--- config.mk ---
export PLATFORM = sky130hd
export DESIGN_NAME = flash_cmd_engine
export DESIGN_NICKNAME = d
export VERILOG_FILES = /design/src/rtl/flash_cmd_pkg.sv /design/src/rtl/flash_cmd_decode.sv /design/src/rtl/flash_cmd_seq.sv /design/src/rtl/flash_cmd_rxpack.sv /design/src/rtl/flash_cmd_engine.sv
export SDC_FILE = /design/constraint.sdc
export NUM_CORES = 1
export LEC_CHECK = 0
export CORE_ASPECT_RATIO = 1.1
export CORE_MARGIN = 2
export CORE_UTILIZATION = 25
export CTS_BUF_LIST = sky130_fd_sc_hd__clkbuf_8
export CTS_CLUSTER_DIAMETER = 50
export DETAILED_ROUTE_END_ITERATION = 16
export GPL_ROUTABILITY_DRIVEN = 0
export GPL_TIMING_DRIVEN = 0
export PLACE_DENSITY = 0.43
export REMOVE_ABC_BUFFERS = 1
export SYNTH_ARGS = -nofsm -noshare
export SYNTH_HDL_FRONTEND = slang
export SYNTH_HIERARCHICAL = 1
export SYNTH_SLANG_ARGS = --single-unit
--- constraint.sdc ---
create_clock -name clk -period 4 [get_ports clk]
set_input_delay 0.8 -clock clk [delete_from_list [all_inputs] [get_ports clk]]
set_output_delay 0.8 -clock clk [all_outputs]
set_load 0.01 [all_outputs]
--- src/rtl/flash_cmd_pkg.sv ---
package flash_cmd_pkg;
  parameter int WORD_W  = 32;
  parameter int BUF_W   = 2 * WORD_W;
  parameter int POS_W   = $clog2(BUF_W);
  parameter int IDX_W   = POS_W + 1;
  parameter int CNT_W   = 3;
  parameter int ACNT_W  = 2;
  parameter int IDLE_W  = 5;

  typedef enum logic [2:0] {
    PH_IDLE, PH_OP, PH_ADDR, PH_DUMMY, PH_WR, PH_RD, PH_END
  } phase_e;

  typedef struct packed {
    logic [7:0]        opcode;
    logic              rd_en;
    logic [CNT_W-1:0]  rd_cnt;
    logic              addr_en;
    logic [ACNT_W-1:0] addr_cnt;
    logic              wr_en;
    logic [CNT_W-1:0]  wr_cnt;
    logic [IDLE_W-1:0] idle_clks;
    logic              exec;
  } cmd_t;
endpackage

--- src/rtl/flash_cmd_decode.sv ---
module flash_cmd_decode
  import flash_cmd_pkg::*;
(
  input  logic [WORD_W-1:0] word,
  output cmd_t              cmd
);
  always_comb begin
    cmd.exec      = word[0];
    cmd.idle_clks = word[11:7];
    cmd.wr_cnt    = word[14:12];
    cmd.wr_en     = word[15];
    cmd.addr_cnt  = word[17:16];
    cmd.addr_en   = word[19];
    cmd.rd_cnt    = word[22:20];
    cmd.rd_en     = word[23];
    cmd.opcode    = word[31:24];
  end
endmodule

--- src/rtl/flash_cmd_seq.sv ---
module flash_cmd_seq
  import flash_cmd_pkg::*;
(
  input  logic              clk,
  input  logic              rst,
  input  logic              strobe,
  input  cmd_t              cmd_in,
  input  logic [WORD_W-1:0] addr_in,
  input  logic [BUF_W-1:0]  wdata_in,
  output logic              busy,
  output logic              cs_n,
  output logic              sclk,
  output logic              mosi,
  output logic              clr,
  output logic              cap_en,
  output logic [POS_W-1:0]  cap_pos,
  output logic              commit
);
  phase_e             phase;
  logic               half;
  logic [IDX_W-1:0]   idx;
  cmd_t               cmd_q;
  logic [WORD_W-1:0]  addr_q;
  logic [BUF_W-1:0]   wdat_q;
  logic               launch;
  logic               last_bit;
  phase_e             nxt_phase;
  logic [IDX_W-1:0]   idx_inc;

  function automatic logic [IDX_W-1:0] bytes_to_bits(input logic [CNT_W-1:0] cnt);
    logic [IDX_W-1:0] b;
    b = IDX_W'(cnt) + IDX_W'(1);
    return b << 3;
  endfunction

  function automatic logic [IDX_W-1:0] phase_len(input phase_e p, input cmd_t c);
    logic [IDX_W-1:0] n;
    case (p)
      PH_OP:    n = IDX_W'(8);
      PH_ADDR:  n = bytes_to_bits(CNT_W'(c.addr_cnt));
      PH_DUMMY: n = IDX_W'(c.idle_clks);
      PH_WR:    n = bytes_to_bits(c.wr_cnt);
      PH_RD:    n = bytes_to_bits(c.rd_cnt);
      default:  n = IDX_W'(1);
    endcase
    return n;
  endfunction

  function automatic phase_e phase_after(input phase_e p, input cmd_t c);
    phase_e r;
    r = PH_END;
    if (p == PH_OP && c.addr_en)
      r = PH_ADDR;
    else if ((p == PH_OP || p == PH_ADDR) && c.idle_clks != '0)
      r = PH_DUMMY;
    else if ((p == PH_OP || p == PH_ADDR || p == PH_DUMMY) && c.wr_en)
      r = PH_WR;
    else if (p != PH_RD && p != PH_END && p != PH_IDLE && c.rd_en)
      r = PH_RD;
    return r;
  endfunction

  function automatic logic tx_bit(input phase_e p, input logic [IDX_W-1:0] i,
                                  input cmd_t c, input logic [WORD_W-1:0] a,
                                  input logic [BUF_W-1:0] w);
    logic [IDX_W-1:0] pos;
    logic             b;
    b = 1'b0;
    case (p)
      PH_OP:   b = c.opcode[3'd7 - i[2:0]];
      PH_ADDR: begin
        pos = phase_len(PH_ADDR, c) - IDX_W'(1) - i;
        b   = a[pos[4:0]];
      end
      PH_WR:   b = w[{i[POS_W-1:3], 3'd7 - i[2:0]}];
      default: b = 1'b0;
    endcase
    return b;
  endfunction

  assign launch    = strobe && cmd_in.exec && (phase == PH_IDLE);
  assign idx_inc   = idx + IDX_W'(1);
  assign last_bit  = (idx_inc == phase_len(phase, cmd_q));
  assign nxt_phase = phase_after(phase, cmd_q);

  assign clr     = launch;
  assign cap_en  = (phase == PH_RD) && half;
  assign cap_pos = {idx[POS_W-1:3], 3'd7 - idx[2:0]};
  assign commit  = (phase == PH_END);

  always_ff @(posedge clk) begin
    if (rst) begin
      phase  <= PH_IDLE;
      half   <= 1'b0;
      idx    <= '0;
      busy   <= 1'b0;
      cs_n   <= 1'b1;
      sclk   <= 1'b0;
      mosi   <= 1'b0;
      cmd_q  <= '0;
      addr_q <= '0;
      wdat_q <= '0;
    end else begin
      case (phase)
        PH_IDLE: begin
          if (launch) begin
            cmd_q  <= cmd_in;
            addr_q <= addr_in;
            wdat_q <= wdata_in;
            phase  <= PH_OP;
            idx    <= '0;
            half   <= 1'b0;
            busy   <= 1'b1;
            cs_n   <= 1'b0;
            sclk   <= 1'b0;
            mosi   <= cmd_in.opcode[7];
          end
        end
        PH_END: begin
          phase <= PH_IDLE;
          busy  <= 1'b0;
          cs_n  <= 1'b1;
          mosi  <= 1'b0;
        end
        default: begin
          if (!half) begin
            sclk <= 1'b1;
            half <= 1'b1;
          end else begin
            sclk <= 1'b0;
            half <= 1'b0;
            if (last_bit) begin
              phase <= nxt_phase;
              idx   <= '0;
              mosi  <= tx_bit(nxt_phase, '0, cmd_q, addr_q, wdat_q);
            end else begin
              idx  <= idx_inc;
              mosi <= tx_bit(phase, idx_inc, cmd_q, addr_q, wdat_q);
            end
          end
        end
      endcase
    end
  end
endmodule

--- src/rtl/flash_cmd_rxpack.sv ---
module flash_cmd_rxpack
  import flash_cmd_pkg::*;
(
  input  logic             clk,
  input  logic             rst,
  input  logic             clr,
  input  logic             cap_en,
  input  logic [POS_W-1:0] cap_pos,
  input  logic             din,
  input  logic             commit,
  output logic [BUF_W-1:0] result
);
  logic [BUF_W-1:0] acc;

  always_ff @(posedge clk) begin
    if (rst) begin
      acc    <= '0;
      result <= '0;
    end else begin
      if (clr)
        acc <= '0;
      else if (cap_en)
        acc[cap_pos] <= din;
      if (commit)
        result <= acc;
    end
  end
endmodule

--- src/rtl/flash_cmd_engine.sv ---
module flash_cmd_engine
  import flash_cmd_pkg::*;
(
  input  logic              clk,
  input  logic              rst,
  input  logic              cmd_wr,
  input  logic [WORD_W-1:0] cmd_word,
  input  logic [WORD_W-1:0] cmd_addr,
  input  logic [WORD_W-1:0] wr_lo,
  input  logic [WORD_W-1:0] wr_hi,
  output logic              busy,
  output logic [WORD_W-1:0] rd_lo,
  output logic [WORD_W-1:0] rd_hi,
  output logic              spi_cs_n,
  output logic              spi_sclk,
  output logic              spi_mosi,
  input  logic              spi_miso
);
  cmd_t             cmd;
  logic             clr;
  logic             cap_en;
  logic [POS_W-1:0] cap_pos;
  logic             commit;
  logic [BUF_W-1:0] result;

  flash_cmd_decode u_dec (
    .word (cmd_word),
    .cmd  (cmd)
  );

  flash_cmd_seq u_seq (
    .clk      (clk),
    .rst      (rst),
    .strobe   (cmd_wr),
    .cmd_in   (cmd),
    .addr_in  (cmd_addr),
    .wdata_in ({wr_hi, wr_lo}),
    .busy     (busy),
    .cs_n     (spi_cs_n),
    .sclk     (spi_sclk),
    .mosi     (spi_mosi),
    .clr      (clr),
    .cap_en   (cap_en),
    .cap_pos  (cap_pos),
    .commit   (commit)
  );

  flash_cmd_rxpack u_rx (
    .clk     (clk),
    .rst     (rst),
    .clr     (clr),
    .cap_en  (cap_en),
    .cap_pos (cap_pos),
    .din     (spi_miso),
    .commit  (commit),
    .result  (result)
  );

  assign rd_lo = result[WORD_W-1:0];
  assign rd_hi = result[BUF_W-1:WORD_W];
endmodule

==> run metrics <==
run status=complete, no violations; CTS tree=done; sequential area share after synthesis=45.2%; crit path time final=approximately 3.7 ns; Worst EP required=between 4 and 5 ns; register bit total from synthesis=approximately 260; CTS max path bufs=3; Clk pwr share=between 30% and 40%; setup bufs post-CTS=0; placed inst area=around 14000 um^2; crit-path max FO=66; H-Tree Depth=2; Post-synth EDFFs=0; Final Cycle Share=a little over 90%; largest cells by area after synthesis=dfxtp_1 45%, nand2_1 13%, mux2i_1 12%; Design Area, Final=14800 um^2; crit end category=register; die area=approximately 48000 um^2; I/O pin count=200; Syn Std Cell Area=11600 um^2; core area=45700 um^2; final core occ=32.4%; CTS root buffer=clkbuf_8; crit path max-delay cell type=nor3_2; WL final=between 30000 and 40000 um; highest clock rate=270 MHz; CTS Buf Count=50; pin count of the biggest net entering global routing=roughly 140; global-route wire length before repair=~54000 um; Pwr Density=around 460 nW/um^2; Slew Limit Fails=0; Tightest Pin Transition=approximately 0.88 ns; IO Port Bufs=roughly 190; CP Launch Type=register; Synth top area share=45.2%; row cnt=just over 80; Filler Cell Count=between 4k and 5k; Hold Violations, Final=0; vias post-DR=~9.4k; Gate power share=between 10% and 20%; Final Skew=0.0285 ns; Switch Pwr=roughly 2.1 mW; worst setup path category=reg -> reg; Seq pwr share=a little over two fifths; hold_buf cts=0; Final Setup Violations=0; remaining antenna violation count after routing=0; YS warnings=6; CTS sink count=262; multi-input logic area=roughly 5700 um^2; GRT Residual Overflow=0; Pre-Repair DR Iteration Count=5; share of cells above drive strength 1=9.88%; Starting Density=25.4%; MaxCap Viol Count=0; crit path cell chain=nor3_2 > nand3_4 > buf_16 > clkinv_4 > nor2_4 > buf_12 > nand2_2 > buf_12 > mux2i_1; Die Width=209 um; vias per std cell=~4.5; Tot Pwr=~7 mW; Lkg Pwr=about 5.4 nW; Reg area=roughly 5200 um^2; crit-path max cell delay=between 0.6 and 0.7 ns; Iter 0 DRT Violations=455; Distinct cells, synth=between 70 and 80; Hold Crit Class=reg -> reg; drt wl/cell=16.5 um; P_int=between 4 and 5 mW; Area growth syn-to-layout=27.4%; vias in the first global route=9586; clock latency at the later pin of the worst-skew pair=slightly above 0.6 ns; GRT Total Usage=about 14%; Crit path top cell by count=buf_12; leading area contributor after synthesis=dfxtp_1; DP Wirelength=21800 um; die height=230 um; worst vdd ir=between 0.0002 and 0.0003 V; initial antenna violation count=4; slew margin rel.=about 41%; Post-synth ARST share=0%; Data arrival, critical path=approximately 4.2 ns; clock slew at reported path FFs=0.06 ns; top_reg_cell synth=dfxtp_1; DRC Markers=0; Syn Area/Cell=between 8 and 9 um^2; RSZ-0062 raised after global routing=false; post-synthesis cell count=between 1k and 1.5k; switch share=between 30% and 40%; Final nets=between 1.5k and 2k
## critical path, delay by kind of cell, from the launching register on
kind | cells | cell delay, ns
flops | 1 | 0.55
buf+inv | 4 | 1.02
mux | 1 | 0.11
simple gates | 4 | 1.78
## timing repair
| action | in CTS | in global routing |
|---|---|---|
| pin swaps | 1 | 1 |
| gates cloned | 1 | 1 |
| endpoints found under the setup margin | 65 | 42 |
| gates resized for setup | 2 | 0 |
## power by group through the flow
stage	logic, mW	clock network (mW)	registers (mW)
finish	1.33	2.60	2.94
global route	1.47	2.82	2.97
CTS	1.34	2.72	2.94
detailed placement	1.33	0	3.00
global placement	1.29	0	3.01
floorplan	0.809	0	2.96
## cells by family after synthesis
group,after synthesis,share of synthesized area [%]
mux,163,16.8
xor+xnor,15,1.57
flops,262,45.2
simple gates,556,20.7
buf+inv,139,6.57
fa+ha+maj,4,0.431
compound gates,178,8.78
## flip-flops by register name, indices dropped and copies added (netlist names)
name	count
u_rx/acc	64
u_rx/result	64
u_seq/wdat_q	64
u_seq/addr_q	32
u_seq/cmd_q	24
u_seq/idx	7
u_seq/phase	3
u_seq/busy	1
u_seq/cs_n	1
u_seq/half	1
u_seq/mosi	1
## worst paths after layout
check,endpoint,cells past startpoint,start,slack [ns]
worst min-delay path,u_seq/wdat_q[5]$_SDFFE_PP0P_,2,u_seq/wdat_q[5]$_SDFFE_PP0P_,0.45
worst max register to register,u_rx/acc[6]$_SDFFE_PP0P_,9,u_seq/phase[0]$_SDFFE_PP0P_,0.29
worst max-delay path,u_rx/acc[6]$_SDFFE_PP0P_,9,u_seq/phase[0]$_SDFFE_PP0P_,0.29
worst min register to register,u_seq/wdat_q[5]$_SDFFE_PP0P_,2,u_seq/wdat_q[5]$_SDFFE_PP0P_,0.45
## stage by stage
stage / hold WS [ns] / setup WS, ns / cells / TNS, ns
global placement: 0.440 / -14.83 / 1972 / -2066.70
floorplan: 0.427 / -6.64 / 1192 / -697.24
CTS: 0.451 / 0.0278 / 2065 / 0
global route: 0.470 / 0.0273 / 2066 / 0
finish: 0.450 / 0.291 / 2067 / 0
detailed placement: 0.443 / -0.468 / 1980 / -23.96
## layout make-up
cell class              count  share of cell area (%)
inverters                  14                   0.406
multi-input cells         918                    38.2
clock buffers              60                    5.58
repair buffers            200                    14.3
flip-flops and latches    262                    35.5
clock inverters            24                   0.998
diodes                      1                  0.0169
well taps                 588                    4.97
## cell usage in the layout, fill, tap and decap left out, types with 15 or more instances in the layout
master,n
nor2_1,80
inv_1,23
nand3_1,15
mux2i_1,134
a21oi_1,130
clkdlybuf4s50_1,191
nand2_1,400
clkbuf_8,60
dfxtp_1,261
mux4_2,25
## cells in the mapped netlist (all sizes together) (2+ instances only)
cell	n
and3	6
nor4	2
a211oi	4
a21o	2
mux2	4
clkinv	2
o21ai	11
o22ai	3
a211o	3
mux2i	134
nand2	401
ha	4
o311ai	2
buf	65
and4b	4
a2111oi	5
and4bb	3
nand2b	4
a31oi	4
nor3b	5
dfxtp	262
nand4b	3
mux4	25
xnor2	11
nand3b	3
clkbuf	60
nor3	7
nor2	81
o41ai	2
xor2	3
nor4b	3
nand4	7
inv	12
or3	3
a2bb2oi	2
a21oi	131
nand3	16
and3b	2
## routing by layer
metal	up-vias	wire, um	share of wire, %	track usage (%)
li1	4677	-	-	-
met1	4385	15500	45	17.6
met2	238	15700	46	23.3
met3	53	2120	6.2	4.04
met4	6	684	2.0	4.51
met5	-	40	0.12	0
No activity file was read; power rests on OpenSTA's default activity.
